==> src/rtl/opr_pkg.sv <==
package opr_pkg;

    // Opcode value of the operate class (machine bits 0..2)
    localparam logic [2:0] OPR_OPCODE = 3'b111;

    typedef enum logic [1:0] {
        GRP_NONE,
        GRP_ONE,
        GRP_TWO,
        GRP_THREE
    } opr_group_e;

    typedef enum logic {
        ST_IDLE,
        ST_SKIP
    } skip_state_e;

    typedef struct packed {
        opr_group_e grp;
        logic       clr_acc;
        logic       clr_lnk;
        logic       inv_acc;
        logic       inv_lnk;
        logic       incr;
        logic       rot_lft;
        logic       rot_rgt;
        logic       rot_dbl;
        logic       tst_neg;
        logic       tst_zero;
        logic       tst_lnk;
        logic       tst_rev;
    } opr_ctl_t;

endpackage

==> src/rtl/opr_decode.sv <==
module opr_decode
    import opr_pkg::*;
#(
    parameter int WORD_W = 12
) (
    input  logic [WORD_W-1:0] instr_i,
    output opr_ctl_t          ctl_o
);
    // machine bit n sits at port index WORD_W-1-n
    localparam int P0  = WORD_W - 1;
    localparam int P3  = WORD_W - 1 - 3;
    localparam int P4  = WORD_W - 1 - 4;
    localparam int P5  = WORD_W - 1 - 5;
    localparam int P6  = WORD_W - 1 - 6;
    localparam int P7  = WORD_W - 1 - 7;
    localparam int P8  = WORD_W - 1 - 8;
    localparam int P9  = WORD_W - 1 - 9;
    localparam int P10 = WORD_W - 1 - 10;
    localparam int P11 = WORD_W - 1 - 11;

    logic       is_opr;
    opr_group_e grp;

    assign is_opr = (instr_i[P0 -: 3] == OPR_OPCODE);

    always_comb begin
        if (!is_opr)
            grp = GRP_NONE;
        else if (!instr_i[P3])
            grp = GRP_ONE;
        else if (!instr_i[P11])
            grp = GRP_TWO;
        else
            grp = GRP_THREE;
    end

    always_comb begin
        ctl_o          = '0;
        ctl_o.grp      = grp;
        ctl_o.clr_acc  = is_opr && instr_i[P4];
        unique case (grp)
            GRP_ONE: begin
                ctl_o.clr_lnk = instr_i[P5];
                ctl_o.inv_acc = instr_i[P6];
                ctl_o.inv_lnk = instr_i[P7];
                ctl_o.rot_rgt = instr_i[P8];
                ctl_o.rot_lft = instr_i[P9];
                ctl_o.rot_dbl = instr_i[P10];
                ctl_o.incr    = instr_i[P11];
            end
            GRP_TWO: begin
                ctl_o.tst_neg  = instr_i[P5];
                ctl_o.tst_zero = instr_i[P6];
                ctl_o.tst_lnk  = instr_i[P7];
                ctl_o.tst_rev  = instr_i[P8];
            end
            GRP_THREE, GRP_NONE: begin
            end
            default: begin
            end
        endcase
    end

endmodule

==> src/rtl/opr_arith_path.sv <==
module opr_arith_path
    import opr_pkg::*;
#(
    parameter int WORD_W  = 12,
    parameter int ROT_MAX = 2
) (
    input  opr_ctl_t          ctl_i,
    input  logic [WORD_W-1:0] acc_i,
    input  logic              lnk_i,
    output logic [WORD_W-1:0] acc_o,
    output logic              lnk_o
);
    localparam int RING_W = WORD_W + 1;

    logic [WORD_W-1:0] s1_acc, s2_acc, s3_acc;
    logic              s1_lnk, s2_lnk, s3_lnk;
    logic              carry;
    logic              rot_en;
    logic [RING_W-1:0] ring [ROT_MAX+1];

    // step 1: clears
    always_comb begin
        s1_acc = ctl_i.clr_acc ? '0 : acc_i;
        s1_lnk = ctl_i.clr_lnk ? 1'b0 : lnk_i;
    end

    // step 2: complements
    always_comb begin
        s2_acc = ctl_i.inv_acc ? ~s1_acc : s1_acc;
        s2_lnk = ctl_i.inv_lnk ? ~s1_lnk : s1_lnk;
    end

    // step 3: increment; carry out flips the link
    always_comb begin
        {carry, s3_acc} = {1'b0, s2_acc} + {{WORD_W{1'b0}}, ctl_i.incr};
        s3_lnk          = s2_lnk ^ carry;
    end

    // step 4: rotate through the {link, acc} ring
    assign rot_en  = ctl_i.rot_lft ^ ctl_i.rot_rgt;
    assign ring[0] = {s3_lnk, s3_acc};

    for (genvar k = 0; k < ROT_MAX; k++) begin : g_rot_stage
        logic active;
        assign active = rot_en && ((k == 0) || ctl_i.rot_dbl);
        always_comb begin
            if (!active)
                ring[k+1] = ring[k];
            else if (ctl_i.rot_lft)
                ring[k+1] = {ring[k][RING_W-2:0], ring[k][RING_W-1]};
            else
                ring[k+1] = {ring[k][0], ring[k][RING_W-1:1]};
        end
    end

    assign lnk_o = ring[ROT_MAX][RING_W-1];
    assign acc_o = ring[ROT_MAX][WORD_W-1:0];

endmodule

==> src/rtl/opr_skip_eval.sv <==
module opr_skip_eval
    import opr_pkg::*;
#(
    parameter int WORD_W = 12
) (
    input  opr_ctl_t          ctl_i,
    input  logic [WORD_W-1:0] acc_i,
    input  logic              lnk_i,
    output logic              skip_o
);
    logic any_hit;

    always_comb begin
        any_hit = (ctl_i.tst_neg  && acc_i[WORD_W-1])
               || (ctl_i.tst_zero && (acc_i == '0))
               || (ctl_i.tst_lnk  && lnk_i);
        skip_o  = (ctl_i.grp == GRP_TWO) && (ctl_i.tst_rev ? !any_hit : any_hit);
    end

endmodule

==> src/rtl/opr_unit.sv <==
module opr_unit
    import opr_pkg::*;
#(
    parameter int WORD_W  = 12,
    parameter int ROT_MAX = 2
) (
    input  logic              clk,
    input  logic              rst_n,
    input  logic              exec_en,
    input  logic [WORD_W-1:0] instr_i,
    output logic [WORD_W-1:0] acc_o,
    output logic              link_o,
    output logic              skip_o
);
    opr_ctl_t          ctl;
    logic [WORD_W-1:0] acc_q, acc_d, g1_acc;
    logic              lnk_q, lnk_d, g1_lnk;
    logic              skip_hit;
    skip_state_e       state_q, state_d;

    opr_decode #(.WORD_W(WORD_W)) u_decode (
        .instr_i (instr_i),
        .ctl_o   (ctl)
    );

    opr_arith_path #(.WORD_W(WORD_W), .ROT_MAX(ROT_MAX)) u_arith (
        .ctl_i (ctl),
        .acc_i (acc_q),
        .lnk_i (lnk_q),
        .acc_o (g1_acc),
        .lnk_o (g1_lnk)
    );

    opr_skip_eval #(.WORD_W(WORD_W)) u_skip (
        .ctl_i  (ctl),
        .acc_i  (acc_q),
        .lnk_i  (lnk_q),
        .skip_o (skip_hit)
    );

    // next accumulator and link by group
    always_comb begin
        acc_d = acc_q;
        lnk_d = lnk_q;
        if (exec_en) begin
            unique case (ctl.grp)
                GRP_ONE: begin
                    acc_d = g1_acc;
                    lnk_d = g1_lnk;
                end
                GRP_TWO, GRP_THREE: begin
                    if (ctl.clr_acc)
                        acc_d = '0;
                end
                GRP_NONE: begin
                end
                default: begin
                end
            endcase
        end
    end

    // next skip state: take or drop
    always_comb begin
        unique case (state_q)
            ST_IDLE: state_d = (exec_en && skip_hit) ? ST_SKIP : ST_IDLE;
            ST_SKIP: state_d = (exec_en && skip_hit) ? ST_SKIP : ST_IDLE;
            default: state_d = ST_IDLE;
        endcase
    end

    // state register
    always_ff @(posedge clk) begin
        if (!rst_n) begin
            state_q <= ST_IDLE;
            acc_q   <= '0;
            lnk_q   <= 1'b0;
        end else begin
            state_q <= state_d;
            acc_q   <= acc_d;
            lnk_q   <= lnk_d;
        end
    end

    // outputs
    always_comb begin
        acc_o  = acc_q;
        link_o = lnk_q;
        skip_o = (state_q == ST_SKIP);
    end

    // ---------------- assertions ----------------
    logic g2_exec, g3_exec, g1_clear_only;
    assign g2_exec = exec_en && (ctl.grp == GRP_TWO);
    assign g3_exec = exec_en && (ctl.grp == GRP_THREE);
    assign g1_clear_only = exec_en && (ctl.grp == GRP_ONE) && ctl.clr_acc
                        && !ctl.inv_acc && !ctl.incr && !ctl.rot_lft && !ctl.rot_rgt;

    p_idle_hold_r2: assert property (@(posedge clk) disable iff (!rst_n)
        !exec_en |=> ($stable(acc_o) && $stable(link_o) && !skip_o));

    p_clear_first_r3: assert property (@(posedge clk) disable iff (!rst_n)
        g1_clear_only |=> (acc_o == '0));

    p_const_one_r4: assert property (@(posedge clk) disable iff (!rst_n)
        (exec_en && instr_i == WORD_W'(12'o7301)) |=> (acc_o == WORD_W'(1) && !link_o));

    p_grp2_link_r8: assert property (@(posedge clk) disable iff (!rst_n)
        g2_exec |=> $stable(link_o));

    p_grp3_quiet_r9: assert property (@(posedge clk) disable iff (!rst_n)
        g3_exec |=> ($stable(link_o) && !skip_o));

    p_skip_cause_r10: assert property (@(posedge clk) disable iff (!rst_n)
        skip_o |-> $past(g2_exec));

endmodule

==> config.mk <==
export PLATFORM = sky130hd
export DESIGN_NAME = opr_unit
export DESIGN_NICKNAME = d
export VERILOG_FILES = /design/src/rtl/opr_pkg.sv /design/src/rtl/opr_decode.sv /design/src/rtl/opr_arith_path.sv /design/src/rtl/opr_skip_eval.sv /design/src/rtl/opr_unit.sv
export SDC_FILE = /design/constraint.sdc
export NUM_CORES = 1
export LEC_CHECK = 0
export ABC_AREA = 1
export BUFFER_PORTS_ARGS = -buffer_cell sky130_fd_sc_hd__buf_2
export CORE_MARGIN = 2
export CORE_UTILIZATION = 26
export CTS_CLUSTER_DIAMETER = 40
export DETAILED_ROUTE_END_ITERATION = 10
export MAX_ROUTING_LAYER = met4
export PLACE_DENSITY = 0.45
export SYNTH_ARGS = -nofsm -noshare
export SYNTH_HDL_FRONTEND = slang
export SYNTH_SLANG_ARGS = --single-unit
==> constraint.sdc <==
create_clock -name clk -period 2 [get_ports clk]
set_input_delay 0.1 -clock clk [delete_from_list [all_inputs] [get_ports clk]]
set_output_delay 0.1 -clock clk [all_outputs]
set_load 0.005 [all_outputs]
==> flow_summary.toml <==
[status]
status = "finished, violations left"
violations = "setup timing"

[floorplan]
die_h_um = 94.0
io_pins = 29
die_w_um = 94.0
start_util = 0.270
rows = 32
core-area_mm2 = 0.00781
dieArea_mm2 = 0.00884

[placement]
gp_congestion = 0.889
placed_area_mm2 = 0.00277
placed_cells = 573
port_buffers = 28
dp_hpwl_um = 6360
dp_slack_ps = -313

[grt]
track_usage = 0.192
grt_max_degree = 20
first_global_vias = 2709
grt-ovfl-total = 0
antenna_found_initial = 0
grt_pass1_wl_um = 13300

[drt]
wl_per_cell_um = 14.1
routed_wl_um = 8240
drt_iter0_markers = 141
vias_per_cell = 5.02
dr_total_vias = 2937
drc = 0
antenna_left = 0
dr.pass1.iters = 5

[sta]
fin_crit_sh = 1.05
slew-limit-headroom = 0.676
rsz0062_at_grt = "yes"
tns_ps = -690
worst_pin_slew_ps = 486
worst_slack_ps = -101
fin_crit_ps = 2100
drv_slew = 0
setup_viol = 10
finalHoldViolCount = 0
fmax_mhz = 476
skew_ps = 1.34

[finish]
fin_cells = 585
area_growth_syn_to_layout_pct = 54.0
nNetsFinal = 501
final_layout_size_suffix_gt1_frac = 0.408
antenna_cells = 0
design_area_mm2 = 0.00324

[power_and_ir_drop]
power.density_mw_per_mm2 = 241
finalPower_uw = 783
max-vdd-ir-drop_mv = 0.382
leakage_uw = 0.00152

[clock_tree]
cts_root_buffer = "clkbuf_8"
cts_max_path_buffers = 2
cts.sinks = 14
tritoncts = "yes"
htreeDepth = 1
cts_hold_buf = 0
numCtsBuffers = 3
clk_latency_ps = 250
clk_pin_slew_ps = 60

[synth]
synth_seq_cells = 14
yosysTopAreaCellShare = 0.262
synthesis.nets = 419
ys_warn_count = 0
synth_top_cell_by_area = "nand2_1"
synth_area_leaders = "nand2_1 (26%), nand3_1 (19%), dfxtp_1 (13%)"
ys_seq_area_frac = 0.133
synthFlopType = "dfxtp_1"
syn_area_mm2 = 0.00211
synthCells = 402
synth_common_cells = "nand2_1 (147), nand3_1 (80), inv_1 (36), a21oi_1 (29), nor2_1 (22)"
async_reset_ff_frac = 0
synth_edf_count = 0
synth_cell_types = 30
synth_most_common_cell = "nand2_1"
avgSynthCellArea_um2 = 5.24

[worst_setup_path]
cp.arrival_ps = 2280
max_stage_delay_ps = 360
cp_data_required_time_ps = 2180
path_delay_family = "simple AND/OR/NAND/NOR gates"
cp-end-kind = "flop"
crit_slowest_cell = "dfxtp_2"
worst-path-max-fanout = 6
crit_type = "flop to flop"
cp_num_buf_inv = 0
path_cells = "nand2_4 > xnor2_4 > ha_2 > nand3_4 > nor2_4 > nand2_1 > nand2_2 > nand2_2 > nand2_1 > nand3_2 > nand3_2 > nand3_2 > nand2_2 > nand2_2 > a21oi_2"
cp-start-kind = "flop"
path_common_cell = "nand2_2"
r2r_slack_ps = -100

[job]
cap_violations = 0

[min_path]
min_path_type = "input pin to flop"
## through the flow
step                      hold slack [ps]  utilization
after floorplan                       235            -
after global placement                367        0.355
after detailed placement              371        0.355
after CTS                             108        0.385
after global routing                  115        0.416
final                                 104        0.416
## area by class of cell
type / count / area, µm²
Multi-Input combinational cell: 333 / 1950
Clock buffer: 4 / 55.1
Inverter: 37 / 139
Timing Repair Buffer: 95 / 683
Fill cell: 864 / 4560
Sequential cell: 14 / 287
Tap cell: 102 / 128
## timing repair
| action | in CTS | in global routing |
|---|---|---|
| pin swaps | 18 | 22 |
| gates resized for setup | 39 | 52 |
| buffers inserted | 1 | 6 |
| setup endpoints to repair | 13 | 13 |
| gates cloned | 1 | 0 |
## placed cells by master, fill, tap and decap left out, types with 2 or more instances in the layout
cell type  netlist  layout
inv_1           36      35
nor2_1          22      17
nand2_4          0       2
xor2_1           3       2
nand4_1          8       8
o22ai_2          0       2
nand2_2          5      32
buf_6            3       4
nand2_1        147     118
nor2_2           3       6
nor4_1           2       2
inv_2            1       2
buf_4            0      61
nor3_1           3       3
clkbuf_8         0       4
buf_2            4      28
nand3_1         80      52
nand3_4          1       3
a21oi_1         29      26
a21oi_2          0       3
o21ai_0          5       4
o21ai_1          4       5
buf_12           0       2
nor2_4           5       8
nand3_2          3      29
dfxtp_1         14       9
dfxtp_2          0       5
## power by group
part | total, µW | internal [µW] | switching [µW]
Combinational | 215 | 83.7 | 132
Sequential | 282 | 280 | 1.25
Clock | 286 | 175 | 111
Total | 783 | 539 | 244
## final timing paths
kind,startpoint,endpoint,cells past startpoint
hold reg to reg,acc_o[5]$_SDFFE_PN0P_,acc_o[5]$_SDFFE_PN0P_,2
hold / removal,rst_n,link_o$_SDFFE_PN0P_,3
setup / recovery,acc_o[0]$_SDFFE_PN0P_,acc_o[10]$_SDFFE_PN0P_,15
setup reg to reg,acc_o[0]$_SDFFE_PN0P_,acc_o[10]$_SDFFE_PN0P_,15
## sequential cells by signal, summed over array words and instances (netlist names)
register / flops
link_o: 1
acc_o: 12
skip_o: 1
## worst register-to-register path: stages, from the launching register on
cell and delay (ps):
dfxtp_2 360, nand2_4 80, xnor2_4 170, ha_2 220, nand3_4 110, nor2_4 230, nand2_1 90, nand2_2 80
nand2_2 70, nand2_1 70, nand3_2 120, nand3_2 90, nand3_2 80, nand2_2 90, nand2_2 60, a21oi_2 130
## per-layer routing
metal,vias up,global-route usage,part of all wire
met5,-,-,0
met4,0,0.0362,0.016
met3,15,0.00562,0.028
met2,69,0.317,0.47
met1,1374,0.266,0.48
li1,1479,-,-
## logic make-up after synthesis
kind of cell             share of synthesized area
buffers and inverters                        0.113
adder cells (fa/ha/maj)                     0.0119
flip-flops                                   0.133
AO/OA/AOI/OAI                                0.104
XOR/XNOR                                    0.0249
AND/OR/NAND/NOR                              0.613
Power figures use the tool's default switching activity.
